**src/rtl/exc_pkg.sv**
```systemverilog
package exc_pkg;
  localparam int SR_W  = 32;
  localparam int MODE_W = 5;
  localparam int BIT_I = 7;
  localparam int BIT_F = 6;
  localparam int BIT_T = 5;

  localparam logic [MODE_W-1:0] MODE_USR = 5'b10000;
  localparam logic [MODE_W-1:0] MODE_FIQ = 5'b10001;
  localparam logic [MODE_W-1:0] MODE_IRQ = 5'b10010;
  localparam logic [MODE_W-1:0] MODE_SVC = 5'b10011;
  localparam logic [MODE_W-1:0] MODE_ABT = 5'b10111;
  localparam logic [MODE_W-1:0] MODE_UND = 5'b11011;
  localparam logic [MODE_W-1:0] MODE_SYS = 5'b11111;

  localparam logic [7:0] OFF_RST  = 8'h00;
  localparam logic [7:0] OFF_UND  = 8'h04;
  localparam logic [7:0] OFF_SWI  = 8'h08;
  localparam logic [7:0] OFF_PABT = 8'h0C;
  localparam logic [7:0] OFF_DABT = 8'h10;
  localparam logic [7:0] OFF_IRQ  = 8'h18;
  localparam logic [7:0] OFF_FIQ  = 8'h1C;

  localparam logic [SR_W-1:0] SR_RESET = 32'h0000_00D3;

  typedef enum logic [2:0] {
    EXC_NONE, EXC_DABT, EXC_FIQ, EXC_IRQ, EXC_PABT, EXC_SWI, EXC_UND
  } exc_kind_e;
endpackage

```
**src/rtl/exc_arbiter.sv**
```systemverilog
module exc_arbiter
  import exc_pkg::*;
(
  input  logic      dabt_i,
  input  logic      fiq_i,
  input  logic      irq_i,
  input  logic      pabt_i,
  input  logic      swi_i,
  input  logic      und_i,
  input  logic      instr_done_i,
  input  logic      mask_i_i,
  input  logic      mask_f_i,
  output exc_kind_e kind_o
);
  logic fiq_ok, irq_ok;

  // interrupts wait for the instruction in execute and their mask bit
  assign fiq_ok = fiq_i && instr_done_i && !mask_f_i;
  assign irq_ok = irq_i && instr_done_i && !mask_i_i;

  always_comb begin
    if (dabt_i)      kind_o = EXC_DABT;
    else if (fiq_ok) kind_o = EXC_FIQ;
    else if (irq_ok) kind_o = EXC_IRQ;
    else if (pabt_i) kind_o = EXC_PABT;
    else if (und_i)  kind_o = EXC_UND;
    else if (swi_i)  kind_o = EXC_SWI;
    else             kind_o = EXC_NONE;
  end
endmodule

```
**src/rtl/exc_entry_calc.sv**
```systemverilog
module exc_entry_calc
  import exc_pkg::*;
#(
  parameter int                ADDR_W   = 32,
  parameter logic [ADDR_W-1:0] VEC_BASE = '0
) (
  input  exc_kind_e         kind_i,
  input  logic [ADDR_W-1:0] pc_i,
  input  logic [SR_W-1:0]   sr_i,
  output logic [SR_W-1:0]   sr_new_o,
  output logic [ADDR_W-1:0] link_o,
  output logic [ADDR_W-1:0] vector_o
);
  localparam logic [ADDR_W-1:0] ADJ4 = ADDR_W'(4);
  localparam logic [ADDR_W-1:0] ADJ8 = ADDR_W'(8);

  logic [MODE_W-1:0] mode;
  logic              set_f;
  logic [7:0]        off;
  logic [ADDR_W-1:0] adj;

  always_comb begin
    mode  = sr_i[MODE_W-1:0];
    set_f = 1'b0;
    off   = OFF_RST;
    adj   = ADJ4;
    case (kind_i)
      EXC_DABT: begin mode = MODE_ABT; off = OFF_DABT; adj = ADJ8; end
      EXC_FIQ:  begin mode = MODE_FIQ; off = OFF_FIQ;  adj = ADJ8; set_f = 1'b1; end
      EXC_IRQ:  begin mode = MODE_IRQ; off = OFF_IRQ;  adj = ADJ8; end
      EXC_PABT: begin mode = MODE_ABT; off = OFF_PABT; end
      EXC_SWI:  begin mode = MODE_SVC; off = OFF_SWI;  end
      EXC_UND:  begin mode = MODE_UND; off = OFF_UND;  end
      default:  ;
    endcase
  end

  always_comb begin
    sr_new_o                = sr_i;
    sr_new_o[MODE_W-1:0]    = mode;
    sr_new_o[BIT_T]         = 1'b0;
    sr_new_o[BIT_I]         = 1'b1;
    sr_new_o[BIT_F]         = sr_i[BIT_F] | set_f;
  end

  assign link_o   = pc_i + adj;
  assign vector_o = VEC_BASE + ADDR_W'(off);
endmodule

```
**src/rtl/exc_status_model.sv**
```systemverilog
module exc_status_model
  import exc_pkg::*;
(
  input  logic            clk,
  input  logic            rst,
  input  logic            wr_en_i,
  input  logic            instr_done_i,
  input  logic [SR_W-1:0] wr_data_i,
  input  logic            take_i,
  input  logic [SR_W-1:0] sr_new_i,
  output logic [SR_W-1:0] sr_o,
  output logic [SR_W-1:0] sr_eff_o
);
  // a write lands only when its instruction completes
  assign sr_eff_o = (wr_en_i && instr_done_i) ? wr_data_i : sr_o;

  always_ff @(posedge clk) begin
    if (rst)         sr_o <= SR_RESET;
    else if (take_i) sr_o <= sr_new_i;
    else             sr_o <= sr_eff_o;
  end
endmodule

```
**src/rtl/exc_entry_ctrl.sv**
```systemverilog
module exc_entry_ctrl
  import exc_pkg::*;
#(
  parameter int                ADDR_W   = 32,
  parameter logic [ADDR_W-1:0] VEC_BASE = '0
) (
  input  logic              clk,
  input  logic              rst,
  input  logic              dabt_i,
  input  logic              fiq_i,
  input  logic              irq_i,
  input  logic              pabt_i,
  input  logic              swi_i,
  input  logic              und_i,
  input  logic              instr_done_i,
  input  logic [ADDR_W-1:0] pc_i,
  input  logic              sr_wr_en_i,
  input  logic [31:0]       sr_wr_data_i,
  output logic [31:0]       status_o,
  output logic [4:0]        mode_o,
  output logic [31:0]       spsr_o,
  output logic [ADDR_W-1:0] link_o,
  output logic [ADDR_W-1:0] vector_o,
  output logic              taken_o
);
  exc_kind_e         kind;
  logic              take;
  logic [SR_W-1:0]   sr_cur, sr_eff, sr_new;
  logic [ADDR_W-1:0] link_n, vec_n;

  exc_arbiter u_arb (
    .dabt_i(dabt_i), .fiq_i(fiq_i), .irq_i(irq_i), .pabt_i(pabt_i),
    .swi_i(swi_i), .und_i(und_i), .instr_done_i(instr_done_i),
    .mask_i_i(sr_cur[BIT_I]), .mask_f_i(sr_cur[BIT_F]), .kind_o(kind)
  );

  exc_entry_calc #(.ADDR_W(ADDR_W), .VEC_BASE(VEC_BASE)) u_calc (
    .kind_i(kind), .pc_i(pc_i), .sr_i(sr_eff),
    .sr_new_o(sr_new), .link_o(link_n), .vector_o(vec_n)
  );

  assign take = (kind != EXC_NONE);

  exc_status_model u_sr (
    .clk(clk), .rst(rst), .wr_en_i(sr_wr_en_i), .instr_done_i(instr_done_i),
    .wr_data_i(sr_wr_data_i), .take_i(take), .sr_new_i(sr_new),
    .sr_o(sr_cur), .sr_eff_o(sr_eff)
  );

  always_ff @(posedge clk) begin
    if (rst) begin
      taken_o  <= 1'b0;
      spsr_o   <= '0;
      link_o   <= '0;
      vector_o <= VEC_BASE + ADDR_W'(OFF_RST);
    end else begin
      taken_o <= take;
      if (take) begin
        spsr_o   <= sr_eff;
        link_o   <= link_n;
        vector_o <= vec_n;
      end
    end
  end

  assign status_o = sr_cur;
  assign mode_o   = sr_cur[MODE_W-1:0];
endmodule

```
**config.mk**
```make
export PLATFORM = sky130hd
export DESIGN_NAME = exc_entry_ctrl
export DESIGN_NICKNAME = d
export VERILOG_FILES = /design/src/rtl/exc_pkg.sv /design/src/rtl/exc_arbiter.sv /design/src/rtl/exc_entry_calc.sv /design/src/rtl/exc_status_model.sv /design/src/rtl/exc_entry_ctrl.sv
export SDC_FILE = /design/constraint.sdc
export NUM_CORES = 1
export LEC_CHECK = 0
export CORE_UTILIZATION = 28
export DETAILED_ROUTE_END_ITERATION = 10
export PLACE_DENSITY_LB_ADDON = 0.15
export SETUP_SLACK_MARGIN = 0.05
export SLEW_MARGIN = 20
export SYNTH_ARGS = -nofsm -noshare
export SYNTH_HDL_FRONTEND = slang
export SYNTH_SLANG_ARGS = --single-unit
export TNS_END_PERCENT = 30
```
**constraint.sdc**
```tcl
create_clock -name clk -period 4.2 [get_ports clk]
set_clock_uncertainty 0.2 [all_clocks]
set_input_delay 0.42 -clock clk [delete_from_list [all_inputs] [get_ports clk]]
set_output_delay 0.42 -clock clk [all_outputs]
set_load 0.03 [all_outputs]
```
==> results.md, run 1 <==
- Outcome: completed
- Post-Syn Area: 4470 sq um
- Core box area: 15400 sq um
- Root cell of the clock tree: clkbuf_16
- I/O Buffers: 178
- Clock net sink count: 100
- Antenna violations before repair: 0
- Die W: 128 um
- Area Growth Syn to Fin: 47.1%
- Async set-reset flop share out of synthesis: 0%
- DRT Pass-1 Iters: 4
- Layout cells sized above 1: 6.02%
- CTS resizes: 0
- Total negative slack: 0 ns
- Post-Route WL: 11.9 mm
- FF-to-FF path depth: 11
- TritonCTS buffer count: 9
- Fin crit share: 78.3%
- Leak: 2.68 nW
- Critical path endpoint category: register
- EDFF count, synth: 0
- Final setup violation count: 0
- Cell count after synthesis: 489
- Via Count: 3821
- Gr usage total: 14.7%
- Syn. warnings: 0
- Hold Path Cell Cnt: 2
- Ys flop type: dfxtp_1
- Pin count of the biggest net entering global routing: 98
- Worst-skew pair later-pin latency: 0.35 ns
- CP Cell Sequence: clkdlybuf4s50_1 > nor2b_1 > o21a_1 > nor2_1 > ha_1 > inv_1 > fa_1 > and3b_1 > nand4_1 > nor2_1 > xnor2_1 > a211oi_1
- Worst Path Max Fanout: 12
- Clock power share: 36.5%
- H-tree lvl count: 3
- Die Span Y: 128 um
- Starting Density: 29.1%
- Synthesized flop and latch total: 100
- Postcts setup bufs: 0
- Final Instance Count excl. Fillers: 859
- Clk slew on worst S/H paths: 0.07 ns
- Fillers: 1538
- Max rail drop VDD: 0.200 mV
- Core Rows: 45
- Met2 Use GR: 24.0%
- GRT busiest layer: met2
- GRT overflow: 0
- Cell mode on critical path: nor2_1
- Sequential share of the synthesized area: 44.7%
- Worst-Margin Slew: 1.05 ns
- Psw: 714 uW
- Final slew viol count: 0
- Fmax achieved: 0.304 GHz
- Initial detailed-routing violation count: 151
- Placed Instances: 843
- Final net count: 720
- Crit path largest cell delay: 0.58 ns
- WS Path Type: primary input to register
- Final Critical Period: 3.29 ns
- Unrepaired setup endpoints after global routing: no
- Post-DRT Antenna Nets: 0
- Hold Buf Count CTS: 0
- P per Cell Area: 366 nW/um^2
- Total power: 2.41 mW
- Avg Synthesized Cell Area: 9.15 sq um
- First-pass GRT wire length: 18.8 mm
- Worst min-delay path category: register to register
- Maxcap violations: 0
- Met1 global-route usage: 18.2%
- GP Congestion: 0.826
- Cell Int Power: 1.70 mW
- Crit path launch type: primary input
- Placement Setup Slack: 0.549 ns
- Die area: 16500 sq um
- Met3 Use GR: 5.57%
- Final critical-path setup slack: 0.911 ns
- # diodes: 0
- Combinational share of power: 20.6%
- Worst EP arrival: 3.35 ns
- Critical path's slowest cell: and3b_1
- CP delay by family, top: simple AND/OR/NAND/NOR gates
- Hold Violations, Final: 0
- Top-level port count: 208
- Vias/cell: 4.45
- Clk buf depth: 2
- WP depth: 12
- Worst Path Required: 4.26 ns
- Number of global-route vias before repair: 3540
- Netlist cell types: 46
- Worst path buffer plus inverter count: 2
- DR WL/cell: 13.8 um
- Sw Share: 29.6%
- Dpl hpwl: 8.54 mm
- Max transition margin: 29.8%
- Detailed-route DRC error count: 0
- Sequential power share: 42.9%
- CTS tree: done
[placed cells by master (no fill, tap or decap), types with 9 or more instances in the layout]
cell type | netlist | routed
a211oi_1 | 52 | 52
clkbuf_16 | 0 | 9
clkdlybuf4s50_1 | 0 | 177
conb_1 | 1 | 29
dfxtp_1 | 100 | 100
mux2i_1 | 31 | 31
nand2_1 | 21 | 20
nand4_1 | 14 | 14
nor2_1 | 99 | 99
xor2_1 | 24 | 24
[cells by family (layout without fill, tap and decap cells)]
| logic type | after synthesis | in the layout | synth area share (%) |
|---|---|---|---|
| AOI/OAI and AO/OA | 75 | 75 | 13.0 |
| muxes | 32 | 32 | 7.19 |
| DFF | 100 | 100 | 44.7 |
| xor gates and xnor gates | 28 | 28 | 5.48 |
| adders and majority gates | 3 | 3 | 1.01 |
| other | 1 | 29 | 0.0838 |
| and+or+nand+nor | 178 | 178 | 19.0 |
| buffers and inverters | 72 | 203 | 9.51 |
[routing by layer]
layer  vias to the layer above  wire, um
li1                       1944         -
met1                      1741      5300
met2                       130      5580
met3                         6       865
met4                         0       107
met5                         -         0
[final timing paths]
check	startpoint	end	slack, ns
min	link_o[1]	link_o[1]	0.25
min reg2reg	link_o[1]	link_o[1]	0.25
max reg2reg	u_sr.sr_o[7]	link_o[14]	1.08
max	irq_i	link_o[14]	0.91
[power groups by stage]
stage | combinational [mW] | sequential [mW] | clock (mW)
after floorplan | 0.186 | 1.16 | 0
after global placement | 0.498 | 1.06 | 0
after detailed placement | 0.499 | 1.06 | 0
after CTS | 0.501 | 1.04 | 0.920
after global routing | 0.530 | 1.04 | 0.953
final | 0.496 | 1.03 | 0.880
[cell type report]
type / count / area, sq um / share of cell area, %
timing repair buffer: 182 / 1820 / 27.7
multi-input combinational: 345 / 2160 / 32.8
clock inverter: 7 / 90.1 / 1.37
inverter: 5 / 18.8 / 0.285
clock buffer: 9 / 225 / 3.42
sequential: 100 / 2000 / 30.4
tap: 211 / 264 / 4.01
[through the flow]
stage	area (sq um)	util [%]	hold WS, ns
2_1_floorplan	4580	-	0.304
3_3_place_gp	6270	40.8	0.242
3_5_place_dp	6270	40.8	0.248
4_1_cts	6580	42.8	0.257
5_1_grt	6580	42.8	0.287
6_report	6580	42.8	0.254
[flip-flops by register name (all words and copies together), names as in the netlist]
name       cells
link_o        32
spsr_o        32
taken_o        1
u_sr.sr_o     32
vector_o       3
[worst reg2reg max path: stages, from the launching register on]
cell and delay, ns:
dfxtp_1 0.39, nor2b_1 0.08, o21a_1 0.28, nor2_1 0.18
ha_1 0.19, inv_1 0.05, fa_1 0.39, and3b_1 0.58
nand4_1 0.23, nor2_1 0.15, xnor2_1 0.07, a211oi_1 0.22
[synth_stat cells, types with 6 or more instances]
| cell | n | share of area (%) |
|---|---|---|
| dfxtp_1 | 100 | 45 |
| nor2_1 | 99 | 8.3 |
| a211oi_1 | 52 | 8.7 |
| buf_4 | 36 | 6.0 |
| mux2i_1 | 31 | 6.9 |
| xor2_1 | 24 | 4.7 |
| nand2_1 | 21 | 1.8 |
| clkbuf_1 | 20 | 1.7 |
| nand4_1 | 14 | 2.0 |
| buf_2 | 10 | 1.1 |
| nand3_1 | 8 | 0.89 |
| a211oi_2 | 7 | 2.0 |
| and3_1 | 6 | 0.84 |
| nor3_1 | 6 | 0.67 |
Power figures use the tool's default switching activity.
==> run 2, diff against run 1 <==
clock period = 3.1 ns   (was 4.2 ns; I/O delays follow)
==> results.md, run 2 (synthesis gave the netlist of run 1 again) <==
- Unrepaired setup endpoints after global routing: no (unchanged)
- Total power: 3.30 mW (was 2.41 mW)
- Die W: 128 um (unchanged)
- GRT overflow: 0 (unchanged)
- Root cell of the clock tree: clkbuf_16 (unchanged)
- Via Count: 3856 (was 3821)
- Post-DRT Antenna Nets: 0 (unchanged)
- Final slew viol count: 0 (unchanged)
- Gr usage total: 14.8% (was 14.7%)
- Crit path capture: link_o[14] (unchanged)
- Worst-Margin Slew: 0.815 ns (was 1.05 ns)
- Area Growth Syn to Fin: 50.0% (was 47.1%)
- Hold Slack: 0.251 ns (was 0.254 ns)
- Pin count of the biggest net entering global routing: 73 (was 98)
- P per Cell Area: 491 nW/um^2 (was 366 nW/um^2)
- Design area: 6710 sq um (was 6580 sq um)
- Hold Buf Count CTS: 0 (unchanged)
- Clk buf depth: 2 (unchanged)
- Core Rows: 45 (unchanged)
- R2r endpoint: link_o[14] (unchanged)
- Worst-skew pair later-pin latency: 0.34 ns (was 0.35 ns)
- Die Span Y: 128 um (unchanged)
- Final setup violation count: 0 (unchanged)
- Reg2reg setup slack: 0.34 ns (was 1.08 ns)
- Setup crit start: irq_i (unchanged)
- Max rail drop VDD: 0.307 mV (was 0.200 mV)
- Hold Violations, Final: 0 (unchanged)
- Clock net sink count: 100 (unchanged)
- Starting Density: 29.1% (unchanged)
- Maxcap violations: 0 (unchanged)
- GP Congestion: 0.848 (was 0.826)
- Clk slew on worst S/H paths: 0.07 ns (about the same)
- CTS tree: done (unchanged)
- Final Instance Count excl. Fillers: 873 (was 859)
- Antenna violations before repair: 0 (unchanged)
- Vias/cell: 4.42 (was 4.45)
- FF-to-FF path depth: 12 (was 11)
- H-tree lvl count: 3 (unchanged)
- Die area: 16500 sq um (unchanged)
- Leak: 2.75 nW (was 2.68 nW)
- Number of global-route vias before repair: 3735 (was 3540)
- Final Critical Period: 2.84 ns
- Initial detailed-routing violation count: 168 (was 151)
- Worst EP arrival: 2.89 ns (was 3.35 ns)
- Worst Path Required: 3.15 ns (was 4.26 ns)
- Fin crit share: 91.5%
- Layout cells sized above 1: 8.16% (was 6.02%)
- Detailed-route DRC error count: 0 (unchanged)
- DR WL/cell: 13.6 um (was 13.8 um)
- Placement Setup Slack: -0.151 ns (was 0.549 ns)
- Top-level port count: 208 (unchanged)
- Critical path endpoint category: register (unchanged)
- Worst Path Max Fanout: 11 (was 12)
- # diodes: 0 (unchanged)
- Fmax achieved: 0.353 GHz
- Largest registers: link_o: 32 flops, spsr_o: 32 flops, u_sr.sr_o: 32 flops (unchanged)
- WS Path Type: primary input to register (unchanged)
- Most common cell after layout, fill and taps aside: clkdlybuf4s50_1 (unchanged)
- Core box area: 15400 sq um (unchanged)
- I/O Buffers: 178 (unchanged)
- Max transition margin: 45.7% (was 29.8%)
- Dpl hpwl: 8.88 mm (was 8.54 mm)
- Min-delay src: link_o[0] (was link_o[1])
- Final critical-path setup slack: 0.263 ns (was 0.911 ns)
- TritonCTS buffer count: 9 (unchanged)
- DRT Pass-1 Iters: 4 (unchanged)
- Final net count: 734 (was 720)
- Post-Route WL: 11.9 mm (about the same)
- Outcome: completed (unchanged)
- Worst min-delay path category: register to register (unchanged)
- Placed Area: 6380 sq um (was 6270 sq um)
- RR Startpoint: u_sr.sr_o[7] (unchanged)
- Placed Instances: 857 (was 843)
- Crit path launch type: primary input (unchanged)
- Commonest cells after routing, fill and taps aside: clkdlybuf4s50_1, dfxtp_1, nor2_1 (unchanged)
- First-pass GRT wire length: 19.0 mm (was 18.8 mm)
-- run 2: worst min path at each step --
| stage | to | slack (ns) | cells after the start |
|---|---|---|---|
| 6_report | link_o[0] | 0.25 | 2 |
| 3_3_place_gp | link_o[1] | 0.24 | 2 |
| 2_1_floorplan | u_sr.sr_o[4] | 0.25 | 2 |
| 5_1_grt | link_o[1] | 0.29 | 2 |
| 3_5_place_dp | link_o[0] | 0.25 | 2 |
| 4_1_cts | link_o[0] | 0.26 | 2 |
-- run 2: worst max-delay path, stage by stage --
cell	delay [ns]
clkdlybuf4s50_1	0.42
nor2b_1	0.15
o21a_1	0.22
nor2_2	0.14
ha_1	0.18
inv_1	0.05
fa_1	0.37
and3b_1	0.27
buf_12	0.14
nand4_1	0.14
nor2_1	0.15
xnor2_1	0.08
a211oi_1	0.24
-- run 2: metrics by stage --
step	setup TNS [ns]	utilization (%)
5_1_grt	0	43.7
2_1_floorplan	0	-
4_1_cts	0	43.6
6_report	0	43.7
3_5_place_dp	-0.440	41.5
3_3_place_gp	-0.0384	41.5
-- run 2: cell type report --
class                      instances  area (sq um)
clock buffer                       9           225
inverter                           5          18.8
timing repair buffer             196          1940
multi-input combinational        345          2160
fill                            1505          8660
clock inverter                     7          98.8
tap                              211           264
sequential                       100          2000
-- run 2: repair_timing --
item                                    CTS  global route
setup buffers                             0             0
hold endpoints to repair                  0             0
resized for setup                         0             1
endpoints found under the setup margin    0             1
-- run 2: power by group --
part / internal (mW) / switching, mW / total (mW)
Combinational: 0.296 / 0.389 / 0.685
Sequential: 1.36 / 0.0404 / 1.40
Clock: 0.713 / 0.496 / 1.21
Total: 2.37 / 0.925 / 3.30
-- run 2: layer usage --
| layer | vias to the layer above | track usage [%] | wire, um |
|---|---|---|---|
| li1 | 1968 | - | - |
| met1 | 1750 | 17.7 | 5270 |
| met5 | - | 0 | 0 |
| met4 | 0 | 3.81 | 89 |
| met3 | 5 | 5.53 | 893 |
| met2 | 133 | 24.9 | 5650 |
==> run 3, diff against run 2 <==
GPL_ROUTABILITY_DRIVEN = 0   (was default)
==> results of run 3 <==
Same layout as run 2: the final DEF is identical, and so are final timing and power.
